[config.mk]
export PLATFORM = sky130hd
export DESIGN_NAME = gamma3seg_eval
export DESIGN_NICKNAME = d
export VERILOG_FILES = /design/src/rtl/gamma3seg_pkg.sv /design/src/rtl/gamma3seg_locate.sv /design/src/rtl/gamma3seg_blend.sv /design/src/rtl/gamma3seg_eval.sv
export SDC_FILE = /design/constraint.sdc
export NUM_CORES = 1
export LEC_CHECK = 0
export BUFFER_PORTS_ARGS = -buffer_cell sky130_fd_sc_hd__buf_2
export CORE_ASPECT_RATIO = 1.2
export CORE_MARGIN = 3
export CORE_UTILIZATION = 40
export DETAILED_ROUTE_END_ITERATION = 6
export HOLD_SLACK_MARGIN = 0.06
export SLEW_MARGIN = 0
export SYNTH_ARGS = -nofsm -noshare
export SYNTH_HDL_FRONTEND = slang
export SYNTH_HIERARCHICAL = 1
export SYNTH_SLANG_ARGS = --single-unit
[constraint.sdc]
create_clock -name clk -period 8.4 [get_ports clk]
set_clock_uncertainty 0.2 [all_clocks]
set_input_delay 1.68 -clock clk [delete_from_list [all_inputs] [get_ports clk]]
set_output_delay 1.68 -clock clk [all_outputs]
set_load 0.02 [all_outputs]
[src/rtl/gamma3seg_pkg.sv]
package gamma3seg_pkg;

  // Segment chosen for one input code.
  typedef enum logic [1:0] {
    SEG_SUPER  = 2'd0,
    SEG_FINE   = 2'd1,
    SEG_COARSE = 2'd2
  } seg_e;

  // Default geometry of the curve.
  localparam int unsigned DEF_CODE_W    = 18;
  localparam int unsigned DEF_VAL_W     = 16;
  localparam int unsigned DEF_FINE_SH   = 3;
  localparam int unsigned DEF_COARSE_SH = 10;

endpackage

[src/rtl/gamma3seg_locate.sv]
// Segment decode and LUT addressing for one input code (combinational).
module gamma3seg_locate
  import gamma3seg_pkg::*;
#(
  parameter int unsigned CODE_W    = DEF_CODE_W,
  parameter int unsigned FINE_SH   = DEF_FINE_SH,
  parameter int unsigned COARSE_SH = DEF_COARSE_SH,
  parameter int unsigned ADDR_W    = 10
) (
  input  logic [CODE_W-1:0]    code,
  output logic [ADDR_W-1:0]    addr_lo,
  output logic [ADDR_W-1:0]    addr_hi,
  output logic [COARSE_SH-1:0] frac,
  output logic                 use_max
);

  localparam int unsigned SEG_PTS     = 2 ** (CODE_W - COARSE_SH);
  localparam int unsigned SF_PTS      = (2 ** FINE_SH) + 1;
  localparam int unsigned SF_LIMIT    = SF_PTS - 1;
  // The fine segment ends where coarse point 2 begins.
  localparam int unsigned FINE_LIMIT  = SEG_PTS << FINE_SH;
  localparam int unsigned FINE_BASE   = SF_PTS - 1;
  localparam int unsigned COARSE_BASE = SF_PTS + SEG_PTS;
  localparam int unsigned FRAC_GAIN   = COARSE_SH - FINE_SH;

  seg_e seg;

  always_comb begin
    if (code < CODE_W'(SF_LIMIT))        seg = SEG_SUPER;
    else if (code < CODE_W'(FINE_LIMIT)) seg = SEG_FINE;
    else                                 seg = SEG_COARSE;
  end

  always_comb begin
    use_max = 1'b0;
    frac    = '0;
    addr_lo = '0;
    addr_hi = '0;
    case (seg)
      SEG_SUPER: begin
        addr_lo = ADDR_W'(code);
        addr_hi = ADDR_W'(code) + ADDR_W'(1);
      end
      SEG_FINE: begin
        addr_lo = ADDR_W'(FINE_BASE) + ADDR_W'(code >> FINE_SH);
        addr_hi = addr_lo + ADDR_W'(1);
        frac    = COARSE_SH'(code[FINE_SH-1:0]) << FRAC_GAIN;
      end
      default: begin
        addr_lo = ADDR_W'(COARSE_BASE) + ADDR_W'(code >> COARSE_SH);
        frac    = code[COARSE_SH-1:0];
        // Last coarse interval ends at 1.0, held outside the table.
        if (&code[CODE_W-1:COARSE_SH]) begin
          use_max = 1'b1;
          addr_hi = addr_lo;
        end else begin
          addr_hi = addr_lo + ADDR_W'(1);
        end
      end
    endcase
  end

endmodule

[src/rtl/gamma3seg_blend.sv]
// Linear interpolation with half-up rounding and 16-bit saturation.
module gamma3seg_blend
  import gamma3seg_pkg::*;
#(
  parameter int unsigned VAL_W  = DEF_VAL_W,
  parameter int unsigned FRAC_W = DEF_COARSE_SH
) (
  input  logic [VAL_W-1:0]  lo_val,
  input  logic [VAL_W:0]    hi_val,
  input  logic [FRAC_W-1:0] frac,
  output logic [VAL_W:0]    raw_val,
  output logic [VAL_W-1:0]  out_val
);

  localparam int unsigned ACC_W = VAL_W + FRAC_W + 4;
  localparam int unsigned HALF  = 2 ** (FRAC_W - 1);

  // a + (b - a) * f / 2^FRAC_W, rounded half up; never negative.
  function automatic logic [VAL_W:0] lerp(
    input logic [VAL_W-1:0]  a,
    input logic [VAL_W:0]    b,
    input logic [FRAC_W-1:0] f
  );
    logic signed [ACC_W-1:0] sa, sb, sf, acc, q;
    sa  = $signed(ACC_W'(a));
    sb  = $signed(ACC_W'(b));
    sf  = $signed(ACC_W'(f));
    acc = (sa <<< FRAC_W) + ((sb - sa) * sf) + $signed(ACC_W'(HALF));
    q   = acc >>> FRAC_W;
    return q[VAL_W:0];
  endfunction

  function automatic logic [VAL_W-1:0] saturate(input logic [VAL_W:0] v);
    return v[VAL_W] ? {VAL_W{1'b1}} : v[VAL_W-1:0];
  endfunction

  always_comb begin
    raw_val = lerp(lo_val, hi_val, frac);
    out_val = saturate(raw_val);
  end

endmodule

[src/rtl/gamma3seg_eval.sv]
// Per-channel three-segment gamma evaluator, two-cycle latency.
module gamma3seg_eval
  import gamma3seg_pkg::*;
#(
  parameter int unsigned CODE_W    = DEF_CODE_W,
  parameter int unsigned VAL_W     = DEF_VAL_W,
  parameter int unsigned FINE_SH   = DEF_FINE_SH,
  parameter int unsigned COARSE_SH = DEF_COARSE_SH,
  localparam int unsigned SEG_PTS  = 2 ** (CODE_W - COARSE_SH),
  localparam int unsigned SF_PTS   = (2 ** FINE_SH) + 1,
  localparam int unsigned LUT_DEPTH = SF_PTS + 2 * SEG_PTS,
  localparam int unsigned ADDR_W   = $clog2(LUT_DEPTH),
  localparam int unsigned MAX_W    = VAL_W + 1
) (
  input  logic              clk,
  input  logic              rst_n,
  input  logic              in_valid,
  input  logic [CODE_W-1:0] in_code,
  input  logic [MAX_W-1:0]  max_value,
  output logic              lut_rd_en,
  output logic [ADDR_W-1:0] lut_addr_lo,
  output logic [ADDR_W-1:0] lut_addr_hi,
  input  logic [VAL_W-1:0]  lut_data_lo,
  input  logic [VAL_W-1:0]  lut_data_hi,
  output logic              out_valid,
  output logic [VAL_W-1:0]  out_code
);

  localparam int unsigned COARSE_BASE = SF_PTS + SEG_PTS;
  localparam int unsigned TOP_START   = (SEG_PTS - 1) << COARSE_SH;

  // Stage 0: decode and address.
  logic [COARSE_SH-1:0] frac_s0;
  logic                 use_max_s0;

  gamma3seg_locate #(
    .CODE_W(CODE_W), .FINE_SH(FINE_SH), .COARSE_SH(COARSE_SH), .ADDR_W(ADDR_W)
  ) u_locate (
    .code    (in_code),
    .addr_lo (lut_addr_lo),
    .addr_hi (lut_addr_hi),
    .frac    (frac_s0),
    .use_max (use_max_s0)
  );

  assign lut_rd_en = in_valid;

  // Stage 1: registers aligned with the LUT read data.
  logic                 valid_s1;
  logic [COARSE_SH-1:0] frac_s1;
  logic                 use_max_s1;
  logic [MAX_W-1:0]     max_s1;

  always_ff @(posedge clk or negedge rst_n) begin
    if (!rst_n) begin
      valid_s1   <= 1'b0;
      frac_s1    <= '0;
      use_max_s1 <= 1'b0;
      max_s1     <= '0;
    end else begin
      valid_s1 <= in_valid;
      if (in_valid) begin
        frac_s1    <= frac_s0;
        use_max_s1 <= use_max_s0;
        max_s1     <= max_value;
      end
    end
  end

  logic [MAX_W-1:0] upper_s1;
  logic [MAX_W-1:0] blend_raw;
  logic [VAL_W-1:0] blend_out;

  assign upper_s1 = use_max_s1 ? max_s1 : {1'b0, lut_data_hi};

  gamma3seg_blend #(.VAL_W(VAL_W), .FRAC_W(COARSE_SH)) u_blend (
    .lo_val  (lut_data_lo),
    .hi_val  (upper_s1),
    .frac    (frac_s1),
    .raw_val (blend_raw),
    .out_val (blend_out)
  );

  // Stage 2: result register.
  always_ff @(posedge clk or negedge rst_n) begin
    if (!rst_n) begin
      out_valid <= 1'b0;
      out_code  <= '0;
    end else begin
      out_valid <= valid_s1;
      if (valid_s1) out_code <= blend_out;
    end
  end

  // Bounds of the interpolated value: between the two neighbours.
  logic [MAX_W-1:0] bound_lo, bound_hi;
  assign bound_lo = ({1'b0, lut_data_lo} < upper_s1) ? {1'b0, lut_data_lo} : upper_s1;
  assign bound_hi = ({1'b0, lut_data_lo} < upper_s1) ? upper_s1 : {1'b0, lut_data_lo};

  p_latency_r2: assert property (@(posedge clk) disable iff (!rst_n)
    in_valid |-> ##2 out_valid);

  p_idle_r2: assert property (@(posedge clk) disable iff (!rst_n)
    !in_valid |-> ##2 !out_valid);

  p_addr_range_r9: assert property (@(posedge clk) disable iff (!rst_n)
    lut_rd_en |-> (lut_addr_lo < ADDR_W'(LUT_DEPTH)) && (lut_addr_hi < ADDR_W'(LUT_DEPTH))
      && (lut_addr_lo != ADDR_W'(COARSE_BASE)) && (lut_addr_lo != ADDR_W'(COARSE_BASE + 1))
      && (lut_addr_hi != ADDR_W'(COARSE_BASE)) && (lut_addr_hi != ADDR_W'(COARSE_BASE + 1)));

  p_adjacent_r5: assert property (@(posedge clk) disable iff (!rst_n)
    (lut_rd_en && !use_max_s0) |-> (lut_addr_hi == lut_addr_lo + ADDR_W'(1)));

  p_top_interval_r6: assert property (@(posedge clk) disable iff (!rst_n)
    lut_rd_en |-> (use_max_s0 == (in_code >= CODE_W'(TOP_START))));

  p_between_r7: assert property (@(posedge clk) disable iff (!rst_n)
    valid_s1 |-> (blend_raw >= bound_lo) && (blend_raw <= bound_hi));

  p_saturate_r8: assert property (@(posedge clk) disable iff (!rst_n)
    valid_s1 |=> (out_code == (blend_raw_q[VAL_W] ? {VAL_W{1'b1}} : blend_raw_q[VAL_W-1:0])));

  // Copy of the unsaturated value for the saturation check above.
  logic [MAX_W-1:0] blend_raw_q;
  always_ff @(posedge clk or negedge rst_n) begin
    if (!rst_n) blend_raw_q <= '0;
    else        blend_raw_q <= blend_raw;
  end

endmodule

* After elaboration in Yosys (flattened, before gate mapping)
Cells that the tools add are included.
** Cells by class
- Equality and inequality tests :: 1
- Add/subtract/negate cells :: 8
- Reduce and logical (&&, ||, !) cells :: 3
- Bitwise logic cells :: 0
- Shifts and indexed selects :: 0
- $mul :: 1
- $lt $le $gt $ge :: 2
- Mux-type cells :: 10
- Divide/modulo/power cells :: 0
** Operator list (count)
- 10-bit one-hot mux with 2 select lines :: 3
- 10-bit by 1-bit adder with 10-bit output, second input constant :: 3
- 30-bit by 11-bit multiplier with 27-bit output :: 1
- 27-bit by 11-bit adder with 27-bit output, second input constant :: 1
- 27-bit adder :: 1
- 18-bit by 12-bit less-than comparator with 1-bit output, second input constant :: 1
- 18-bit by 4-bit less-than comparator with 1-bit output, second input constant :: 1
- 17-bit by 16-bit subtractor with 18-bit output :: 1
- 17-bit 2-to-1 mux :: 1
- 16-bit 2-to-1 mux :: 1
- 4-bit by 10-bit adder with 10-bit output, first input constant :: 1
- 9-bit by 8-bit adder with 10-bit output, first input constant :: 1
- 10-bit 2-to-1 mux :: 1
- 8-bit AND reduction :: 1
- 2-bit 2-to-1 mux :: 2
- 2-bit by 1-bit == test with 1-bit output, second input constant :: 1
- 2-bit logical NOT :: 1
- 1-bit 2-to-1 mux :: 2
- 2-bit OR reduction :: 1
** Storage, ports and cells
- RAM bits :: 0
- Latch bits :: 0
- ROM bits :: 0
- Output and inout bits :: 38
- Memories kept :: 0
- Register bits :: 46
- Input bits :: 70
- Logic and storage cells :: 31

* Logic depth before layout (Yosys ltp)
Gate-level depths: netlist of run 1.
- Word-level depth :: 6
- Mapped depth :: 34
- Depth with buffers taken out :: 32

* Cells and area by module
Netlist of run 1, hierarchy kept.
** By module, submodules not included
- gamma3seg_blend :: times used 1, seq. area each 0.0 um^2, area each 7593.5 um^2, cells each 875
- gamma3seg_eval :: times used 1, seq. area each 1151.1 um^2, area each 2079.5 um^2, cells each 115
- gamma3seg_locate :: times used 1, seq. area each 0.0 um^2, area each 1325.0 um^2, cells each 207

* Worst setup path after synthesis of run 1
Ideal clock, no wire load.
- Kind :: input to register
- Start point :: in lut_data_hi[1]
- End point :: reg out_code[10]
- Stages on the path :: 29
- Path buffers :: 1
- Required time :: 8.075 ns
- Arrival time :: 9.298 ns
- Slack :: -1.223 ns
- Library setup time :: 0.125 ns
- Cell sequence :: mux2_2 -> ha_1 -> nor2b_1 -> o31a_1 -> o41a_1 -> a2111oi_0 -> o31ai_1 -> a21oi_1 -> xnor2_1 -> nand2_1 -> fa_1 -> fa_1 -> inv_1 -> fa_1 -> fa_1 -> inv_1 -> fa_1 -> inv_1 -> ha_1 -> and2_1 -> a221o_1 -> a221oi_2 -> o211ai_2 -> a31o_2 -> a211oi_2 -> xor2_2 -> buf_6 -> nand2b_2 -> mux2_4
** Between the ends
- Word-level cells in the longest chain between the ends :: 6
** Ends and longest elaborated chain
- start, declared :: RTL line gamma3seg_eval.sv:24 : input logic [VAL_W-1:0] lut_data_hi,
- 17-bit 2-to-1 mux :: RTL line gamma3seg_eval.sv:74 : assign upper_s1 = use_max_s1 ? max_s1 : {1'b0, lut_data_hi};
- 17-bit by 16-bit subtractor with 18-bit output :: RTL line gamma3seg_blend.sv:28 : acc = (sa <<< FRAC_W) + ((sb - sa) * sf) + $signed(ACC_W'(HALF));
- 30-bit by 11-bit multiplier with 27-bit output :: RTL line gamma3seg_blend.sv:28
- 27-bit adder :: RTL line gamma3seg_blend.sv:28
- 27-bit by 11-bit adder with 27-bit output :: RTL line gamma3seg_blend.sv:28
- 16-bit 2-to-1 mux :: RTL line gamma3seg_blend.sv:34 : return v[VAL_W] ? {VAL_W{1'b1}} : v[VAL_W-1:0];
- via blend_out[10] :: RTL line gamma3seg_eval.sv:72 : logic [VAL_W-1:0] blend_out;
- end signal, assigned :: RTL line gamma3seg_eval.sv:91 : if (valid_s1) out_code <= blend_out;
- end, declared :: RTL line gamma3seg_eval.sv:26 : output logic [VAL_W-1:0] out_code
The timed path passes the listed nets, and every way through them passes these cells.
A chain may end at the register's enable or synchronous reset.

* Worst setup path in the final report of run 1
- Start point :: in lut_data_hi[1]
- End point :: reg out_code[2]
** Between the ends
- Word-level cells in the longest chain between the ends :: 6
** Ends and longest elaborated chain
- 17-bit 2-to-1 mux :: RTL line gamma3seg_eval.sv:74
- via upper_s1[1] :: RTL line gamma3seg_eval.sv:70 : logic [MAX_W-1:0] upper_s1;
- 17-bit by 16-bit subtractor with 18-bit output :: RTL line gamma3seg_blend.sv:28
- 30-bit by 11-bit multiplier with 27-bit output :: RTL line gamma3seg_blend.sv:28
- 27-bit adder :: RTL line gamma3seg_blend.sv:28
- 27-bit by 11-bit adder with 27-bit output :: RTL line gamma3seg_blend.sv:28
- 16-bit 2-to-1 mux :: RTL line gamma3seg_blend.sv:34
- via blend_out[2] :: RTL line gamma3seg_eval.sv:72
The timed path passes the listed nets, and every way through them passes these cells.

==> metrics.md, run 1 <==
| Metric | Value |
|---|---|
| Run status | finished with violations |
| Failing checks | negative setup slack |
| Layout area overhead | 21.9% |
| Clk_lat worst skew | 310 ps |
| Filler cell count | 2550 |
| Period Utilization, post-route | 110% |
| Synth Net Count | 1520 |
| Io pins | 108 |
| M1 WL | 11900 um |
| Initial Util | 41.2% |
| Layout cells sized above 1 | 28.9% |
| Most numerous cell on the critical path | fa_1 |
| Critical Path AT | between 9000 and 10000 ps |
| Warnings from Yosys | 6 |
| Most frequent cells in the layout | 223 x inv_1, 162 x fa_1, 154 x buf_4 |
| Crit Path Category | in -> reg |
| Drt total wl | 27900 um |
| Initial antenna violation count | 0 |
| Pins Over Slew Limit | 0 |
| Antenna diode count | 0 |
| Total global routing overflow | 0 |
| Max Root-Sink Buffers | 2 |
| CTS hold repair buffers | 0 |
| Met3 wire len | 817 um |
| Top achievable clock speed | about 110 MHz |
| Pre-CTS setup slack | -1290 ps |
| Pre-antenna DRT Iters | 6 |
| First-pass GRT wire length | between 40000 and 50000 um |
| Vias in the first global route | approximately 9500 |
| Placeable Area | 26700 um^2 |
| H-Tree Depth | 2 |
| Total GRT Usage | 19.8% |
| FF-to-FF End | out_code[2] |
| Die ar. | 29500 um^2 |
| Final Setup Violations | 16 |
| Initial detailed-routing violation count | 389 |
| Largest net degree at the start of global routing | 47 |
| Max FO, Critical Path | 15 |
| Crit path from | lut_data_hi[1] |
| Met2 wire length | around 14000 um |
| Routed vias/inst | 4.95 |
| Chip height | 188 um |
| RSZ-0062 raised after global routing | true |
| Critical Path Sink | out_code[2] |
| Die W | 157 um |
| Slew headroom | 35.1% |
| Cell area after synthesis | 11000 um^2 |
| Synth Instances | 1195 |
| Worst-Margin Slew | 973 ps |
| Most common cell after layout, fill and taps aside | inv_1 |
| Root Buffer | clkbuf_16 |
| Worst endpoint required time | 8390 ps |
| Crit end category | register |
| Critical path's largest stage delay | approximately 510 ps |
| FF-to-FF Start | use_max_s1 |
| Final Hold Viols | 0 |
| Clk sink count | between 40 and 50 |
| Critical path startpoint category | primary input |
| # nets final | 1749 |
| Tmin final | just over 9000 ps |
| # DRC | 0 |
| DRT antenna net count | 0 |
| Placement row count | 65 |
| Hold Crit Class | reg -> reg |
| Worst reg2reg setup slack | 50 ps |
| CP max stage cell | fa_1 |
| CTS buffer count | 5 |
| Clock transition at path regs | 70 ps |
| PortBufs | 107 |
| TritonCTS clock tree | built |
| Final setup margin | -808 ps |
| MaxCap Viol Count | 0 |
| Synthesized area per cell | 9.19 um^2 |
| Routability cong. | 0.902 |
| Routed len/inst | between 15 and 20 um |
| Top sig layer | met4 |
| Detailed-route via count | 8712 |
| Post-detail-place hpwl | 22800 um |
| R2R cell count | 30 |
## critical path, delay by kind of cell
| kind | cells | cell delay [ps] |
|---|---|---|
| buffers and inverters | 5 | 410 |
| AO/OA/AOI/OAI | 10 | 2790 |
| multiplexers | 2 | 540 |
| AND/OR/NAND/NOR | 4 | 470 |
| XOR/XNOR | 2 | 440 |
| adder cells (fa/ha/maj) | 7 | 2880 |
## stage by stage
step,hold slack (ps),setup TNS [ps],std cells,utilization (%),instance area (um^2)
2_1_floorplan,174,-11100,1195,-,11100
3_3_place_gp,285,-16890,1739,48.5,12900
3_5_place_dp,293,-19960,1739,48.5,12900
4_1_cts,309,-11710,1755,49.7,13300
5_1_grt,325,-16700,1760,50.2,13400
6_report,304,-12320,1760,50.2,13400
## flip-flops by register name, indices dropped and copies added (netlist names)
register,cells
max_s1,17
frac_s1,10
out_valid,1
valid_s1,1
use_max_s1,1
out_code,16
## routing by layer
layer	track usage [%]	up-vias
met4	5.38	0
met1	24.4	4297
met2	36.3	158
met5	0	-
li1	-	4217
met3	2.38	40
## repair_timing
action | in CTS | in global routing
resized for setup | 17 | 16
endpoints found under the setup margin | 16 | 16
setup buffers | 8 | 5
pin swaps | 20 | 8
cloned | 0 | 0
## worst min path at each step
stage | slack [ps] | start | cells past startpoint | to
floorplan | 170 | valid_s1 | 0 | out_valid
global placement | 290 | max_s1[16] | 1 | max_s1[16]
detailed placement | 290 | max_s1[0] | 1 | max_s1[0]
CTS | 310 | max_s1[0] | 1 | max_s1[0]
global route | 320 | max_s1[2] | 1 | max_s1[2]
finish | 300 | max_s1[0] | 1 | max_s1[0]
## cell type report
cell class,instances,area [um^2],area share [%]
clock buffers,5,125,0.934
inverters,229,860,6.42
multi-input cells,874,8950,66.8
repair buffers,268,1820,13.6
flip-flops and latches,46,1150,8.60
clock inverters,3,68.8,0.514
well taps,335,419,3.13
Power of run 1 is left out: the tool's default activity adds up to more than one toggle a clock period on the data nets, which glitch-free logic cannot reach.
==> run 2: changes to the inputs <==
- TNS_END_PERCENT: unset -> 30
==> run 2 against run 1 <==
Effect of this change: the run still ends with negative setup slack left; highest routed layer unchanged; via count grew 0.65%; hold slack improved by 2.8 ps; critical path type unchanged; largest cell class unchanged; cell count stayed put; final area down 0.60%.
==> metrics.md, run 2 (same netlist as run 1, synthesis figures left out) <==
| Metric | Value |
|---|---|
| Post-detail-place hpwl | approximately 23000 um |
| Total global routing overflow | 0 |
| Routability cong. | roughly 0.9 |
| Post-route cell area | about 13000 um^2 |
| Die W | 157 um |
| Worst-Margin Slew | 981 ps |
| RSZ-0062 raised after global routing | true |
| Die ar. | 29500 um^2 |
| Most numerous cell on the critical path | fa_1 |
| Clock transition at path regs | 80 ps |
| Layout cells sized above 1 | 28.3% |
| MaxCap Viol Count | 0 |
| TritonCTS clock tree | built |
| Chip height | between 150 and 200 um |
| Pre-antenna DRT Iters | 5 |
| Clk_lat worst skew | roughly 310 ps |
| Most frequent cells in the layout | 224 x inv_1, 163 x fa_1, 155 x buf_4 |
| Pins Over Slew Limit | 0 |
| Clk sink count | 46 |
| Final Setup Violations | 16 |
| Top achievable clock speed | 108 MHz |
| Critical Path AT | 9270 ps |
| Run status | finished with violations |
| H-Tree Depth | 2 |
| Drt total wl | 28800 um |
| Crit end category | register |
| # DRC | 0 |
| Final Hold Viols | 0 |
| Finished Layout Cells | about 1800 |
| Post-Place Cells | 1742 |
| Initial detailed-routing violation count | roughly 330 |
| Final hold slack | between 300 and 400 ps |
| Initial Util | 41.2% |
| Io pins | roughly 110 |
| Largest net degree at the start of global routing | 47 |
| Routed vias/inst | 4.98 |
| CP max stage cell | fa_1 |
| Placement row count | 65 |
| Max FFs per register | 17 |
| Root Buffer | clkbuf_16 |
| Max FO, Critical Path | 8 |
| Max Root-Sink Buffers | 2 |
| Period Utilization, post-route | 110% |
| Initial antenna violation count | 0 |
| Detailed-route via count | 8769 |
| Top Registers | max_s1 x17, out_code x16, frac_s1 x10 |
| PortBufs | between 100 and 150 |
| Placed instance area | 12900 um^2 |
| DRT antenna net count | 0 |
| Vias in the first global route | 9575 |
| Worst endpoint required time | 8390 ps |
| Critical path's largest stage delay | 510 ps |
| CTS hold repair buffers | 0 |
| Final setup margin | -878 ps |
| Layout area overhead | 21.2% |
| Failing checks | negative setup slack |
| Final core utilization | 49.9% |
| # nets final | 1749 |
| Most common cell after layout, fill and taps aside | inv_1 |
| Critical path startpoint category | primary input |
| Placeable Area | about 27000 um^2 |
| Crit Path Category | in -> reg |
| Slew headroom | 34.6% |
| Filler cell count | 2547 |
| Total GRT Usage | 20.2% |
| CTS buffer count | 5 |
| First-pass GRT wire length | around 48000 um |
| Routed len/inst | 16.3 um |
| Tmin final | roughly 9300 ps |
| Antenna diode count | 0 |
| Reg with most FFs | max_s1 |
| Hold Crit Class | reg -> reg |
-- run 2: area by class of cell --
type | count | area (um^2) | area share (%)
multi-input cells | 874 | 8890 | 66.8
repair buffers | 268 | 1820 | 13.7
flip-flops and latches | 46 | 1150 | 8.65
inverters | 229 | 860 | 6.46
well taps | 335 | 419 | 3.15
clock buffers | 5 | 125 | 0.940
clock inverters | 3 | 43.8 | 0.329
-- run 2: stage by stage --
step	setup slack [ps]	setup TNS, ps
floorplan	-800	-11160
global placement	-1090	-16980
detailed placement	-1280	-19910
CTS	-773	-11950
global route	-1170	-17950
finish	-878	-13110
-- run 2: worst paths after layout --
kind                                     start            to  slack (ps)  cells after the start
worst min register to register     out_code[1]   out_code[1]         310                      1
worst max register to register      use_max_s1  out_code[11]         -40                     30
max in group asynchronous                rst_n    max_s1[15]        6240                      2
min in group asynchronous                rst_n    frac_s1[2]        1280                      2
worst min-delay path               out_code[1]   out_code[1]         310                      1
worst max-delay path            lut_data_hi[1]  out_code[11]        -880                     30
-- run 2: worst max-delay path: cells and delay by family --
family	cells	cell delay [ps]
mux	2	530
simple gates	4	410
compound gates	10	2790
fa+ha+maj	7	2870
buf+inv	5	460
xor+xnor	2	510
-- run 2: metal layers --
metal,up-vias,GRT usage [%],wire [um]
met5,-,0,0
met4,0,5.01,670
met3,36,1.59,754
met2,155,37.6,15100
met1,4360,24.9,12300
li1,4218,-,-
-- run 2: what timing repair did --
item	CTS	global route
gates cloned	0	1
setup buffers	4	5
gates resized for setup	2	21
pin swaps	5	4
endpoints found under the setup margin	16	16
Power of run 2 is left out for the same reason.
==> run 3: changes to the inputs <==
- GPL_TIMING_DRIVEN: unset -> 0
==> run 3 against run 2 <==
Effect of this change: the flow still finishes with violations (negative setup slack); cell count fell by 5.5%; die area unchanged; register-to-register slack got worse by 80 ps; maximum frequency down 0.90%; worst setup slack got worse by 84 ps; count of clock-buffer cells in the layout stayed put; flip-flop and latch count is the same; wire length shrank 1.4%; hold slack worse by 110 ps; global-route usage down 0.59 points.
==> metrics.md, run 3 (same netlist as run 1, synthesis figures left out) <==
| Metric | Value |
|---|---|
| TritonCTS clock tree | built |
| Routed vias/inst | around 5 |
| Critical path startpoint category | primary input |
| Largest net degree at the start of global routing | 47 |
| Setup_tns | -14740 ps |
| Max FO, Critical Path | 6 |
| DRT antenna net count | 0 |
| CP max stage cell | fa_1 |
| Failing checks | negative setup slack |
| Most common cell after layout, fill and taps aside | inv_1 |
| Clk_lat worst skew | 310 ps |
| # nets final | 1652 |
| Initial antenna violation count | 1 |
| Placeable Area | 26700 um^2 |
| Top achievable clock speed | 107 MHz |
| R2R cell count | 31 |
| Final core utilization | 47.5% |
| Pre-antenna DRT Iters | 5 |
| Worst endpoint required time | 8390 ps |
| Initial detailed-routing violation count | 465 |
| Antenna diode count | 0 |
| Die ar. | 29500 um^2 |
| Hold EP | out_valid |
| Root Buffer | clkbuf_16 |
| Reg with most FFs | max_s1 |
| Pre-CTS setup slack | -2280 ps |
| Drt total wl | 28400 um |
| Crit path from | lut_data_hi[1] |
| Layout area overhead | 15.4% |
| Routed len/inst | 17.1 um |
| Crit Path Category | in -> reg |
| PortBufs | 98 |
| CTS buffer count | 5 |
| CTS hold repair buffers | 0 |
| Period Utilization, post-route | 111% |
| Hold Crit Class | reg -> reg |
| Worst hold path depth | 0 |
| Final Hold Viols | 0 |
| FF-to-FF End | out_code[0] |
| Worst reg2reg setup slack | -120 ps |
| Io pins | between 100 and 150 |
| Worst-Margin Slew | about 1200 ps |
| RSZ-0062 raised after global routing | true |
| Chip height | approximately 190 um |
| First-pass GRT wire length | 45900 um |
| Max FFs per register | 17 |
| Most numerous cell on the critical path | fa_1 |
| Total GRT Usage | 19.6% |
| # DRC | 0 |
| Critical Path AT | 9350 ps |
| Most frequent cells in the layout | 221 x inv_1, 164 x fa_1, 125 x nand2_1 |
| Critical path's largest stage delay | approximately 510 ps |
| Post-detail-place hpwl | 22700 um |
| Pins Over Slew Limit | 0 |
| Clock transition at path regs | 70 ps |
| Hold_sp | valid_s1 |
| Slew headroom | 22.2% |
| Total global routing overflow | 0 |
| Run status | finished with violations |
| Detailed-route via count | 8507 |
| Layout cells sized above 1 | 21.8% |
| Final setup margin | -962 ps |
| Vias in the first global route | 8996 |
| MaxCap Viol Count | 0 |
| Placement row count | 65 |
| H-Tree Depth | 2 |
| FF-to-FF Start | use_max_s1 |
| Final Setup Violations | 16 |
| Tmin final | between 9000 and 10000 ps |
| Crit end category | register |
| Final hold slack | approximately 200 ps |
| Die W | approximately 160 um |
| Initial Util | 41.2% |
| Routability cong. | 0.879 |
| Top Registers | max_s1 x17, out_code x16, frac_s1 x10 |
| Clk sink count | 46 |
| Max Root-Sink Buffers | 2 |
==> run 3: cell types whose count changed in the layout (fill, tap and decap cells not counted), moves of 5 or more <==
cell / delta
buf_6: +8
clkbuf_1: +30
buf_2: -7
buf_4: -131
mux2_2: -5
==> run 3: worst max path at each step <==
| stage | end | slack [ps] | cells past startpoint |
|---|---|---|---|
| after CTS | out_code[9] | -900 | 31 |
| after global routing | out_code[0] | -1250 | 33 |
| after global placement | out_code[8] | -2320 | 32 |
| after floorplan | out_code[10] | -800 | 29 |
| after detailed placement | out_code[9] | -2280 | 31 |
| final | out_code[0] | -960 | 31 |
==> run 3: per-layer routing <==
| metal | vias to the layer above | share of wire (%) | global-route usage, % |
|---|---|---|---|
| met4 | 0 | 1.8 | 4.21 |
| met1 | 4297 | 43 | 25.7 |
| li1 | 4017 | - | - |
| met2 | 161 | 52 | 35.1 |
| met5 | - | 0 | 0 |
| met3 | 32 | 3.2 | 1.73 |
==> run 3: through the flow <==
step           cell area, um^2  instances
2_1_floorplan            11100       1195
3_3_place_gp             12000       1628
3_5_place_dp             12000       1628
4_1_cts                  12500       1656
5_1_grt                  12700       1663
6_report                 12700       1663
==> run 3: area by class of cell <==
cell class | count | area [um^2]
buffer | 45 | 283
clock buffer | 5 | 125
clock inverter | 3 | 23.8
fill | 2628 | 14000
inverter | 229 | 860
multi-input combinational | 875 | 9050
sequential | 46 | 1150
tap | 335 | 419
timing repair buffer | 125 | 758
==> run 3: repair_timing <==
item                       in CTS  in global routing
setup endpoints to repair      16                 16
cloned                          1                  1
pin swaps                      13                  1
buffers inserted               20                  6
hold endpoints to repair        0                  0
resized for setup              24                 25
==> run 3: critical path: cells and delay by family <==
| family | cells | cell delay (ps) |
|---|---|---|
| buf+inv | 6 | 540 |
| mux | 2 | 530 |
| simple gates | 4 | 410 |
| fa+ha+maj | 7 | 2850 |
| xor+xnor | 2 | 450 |
| compound gates | 10 | 2870 |
Power of run 3 is left out for the same reason.
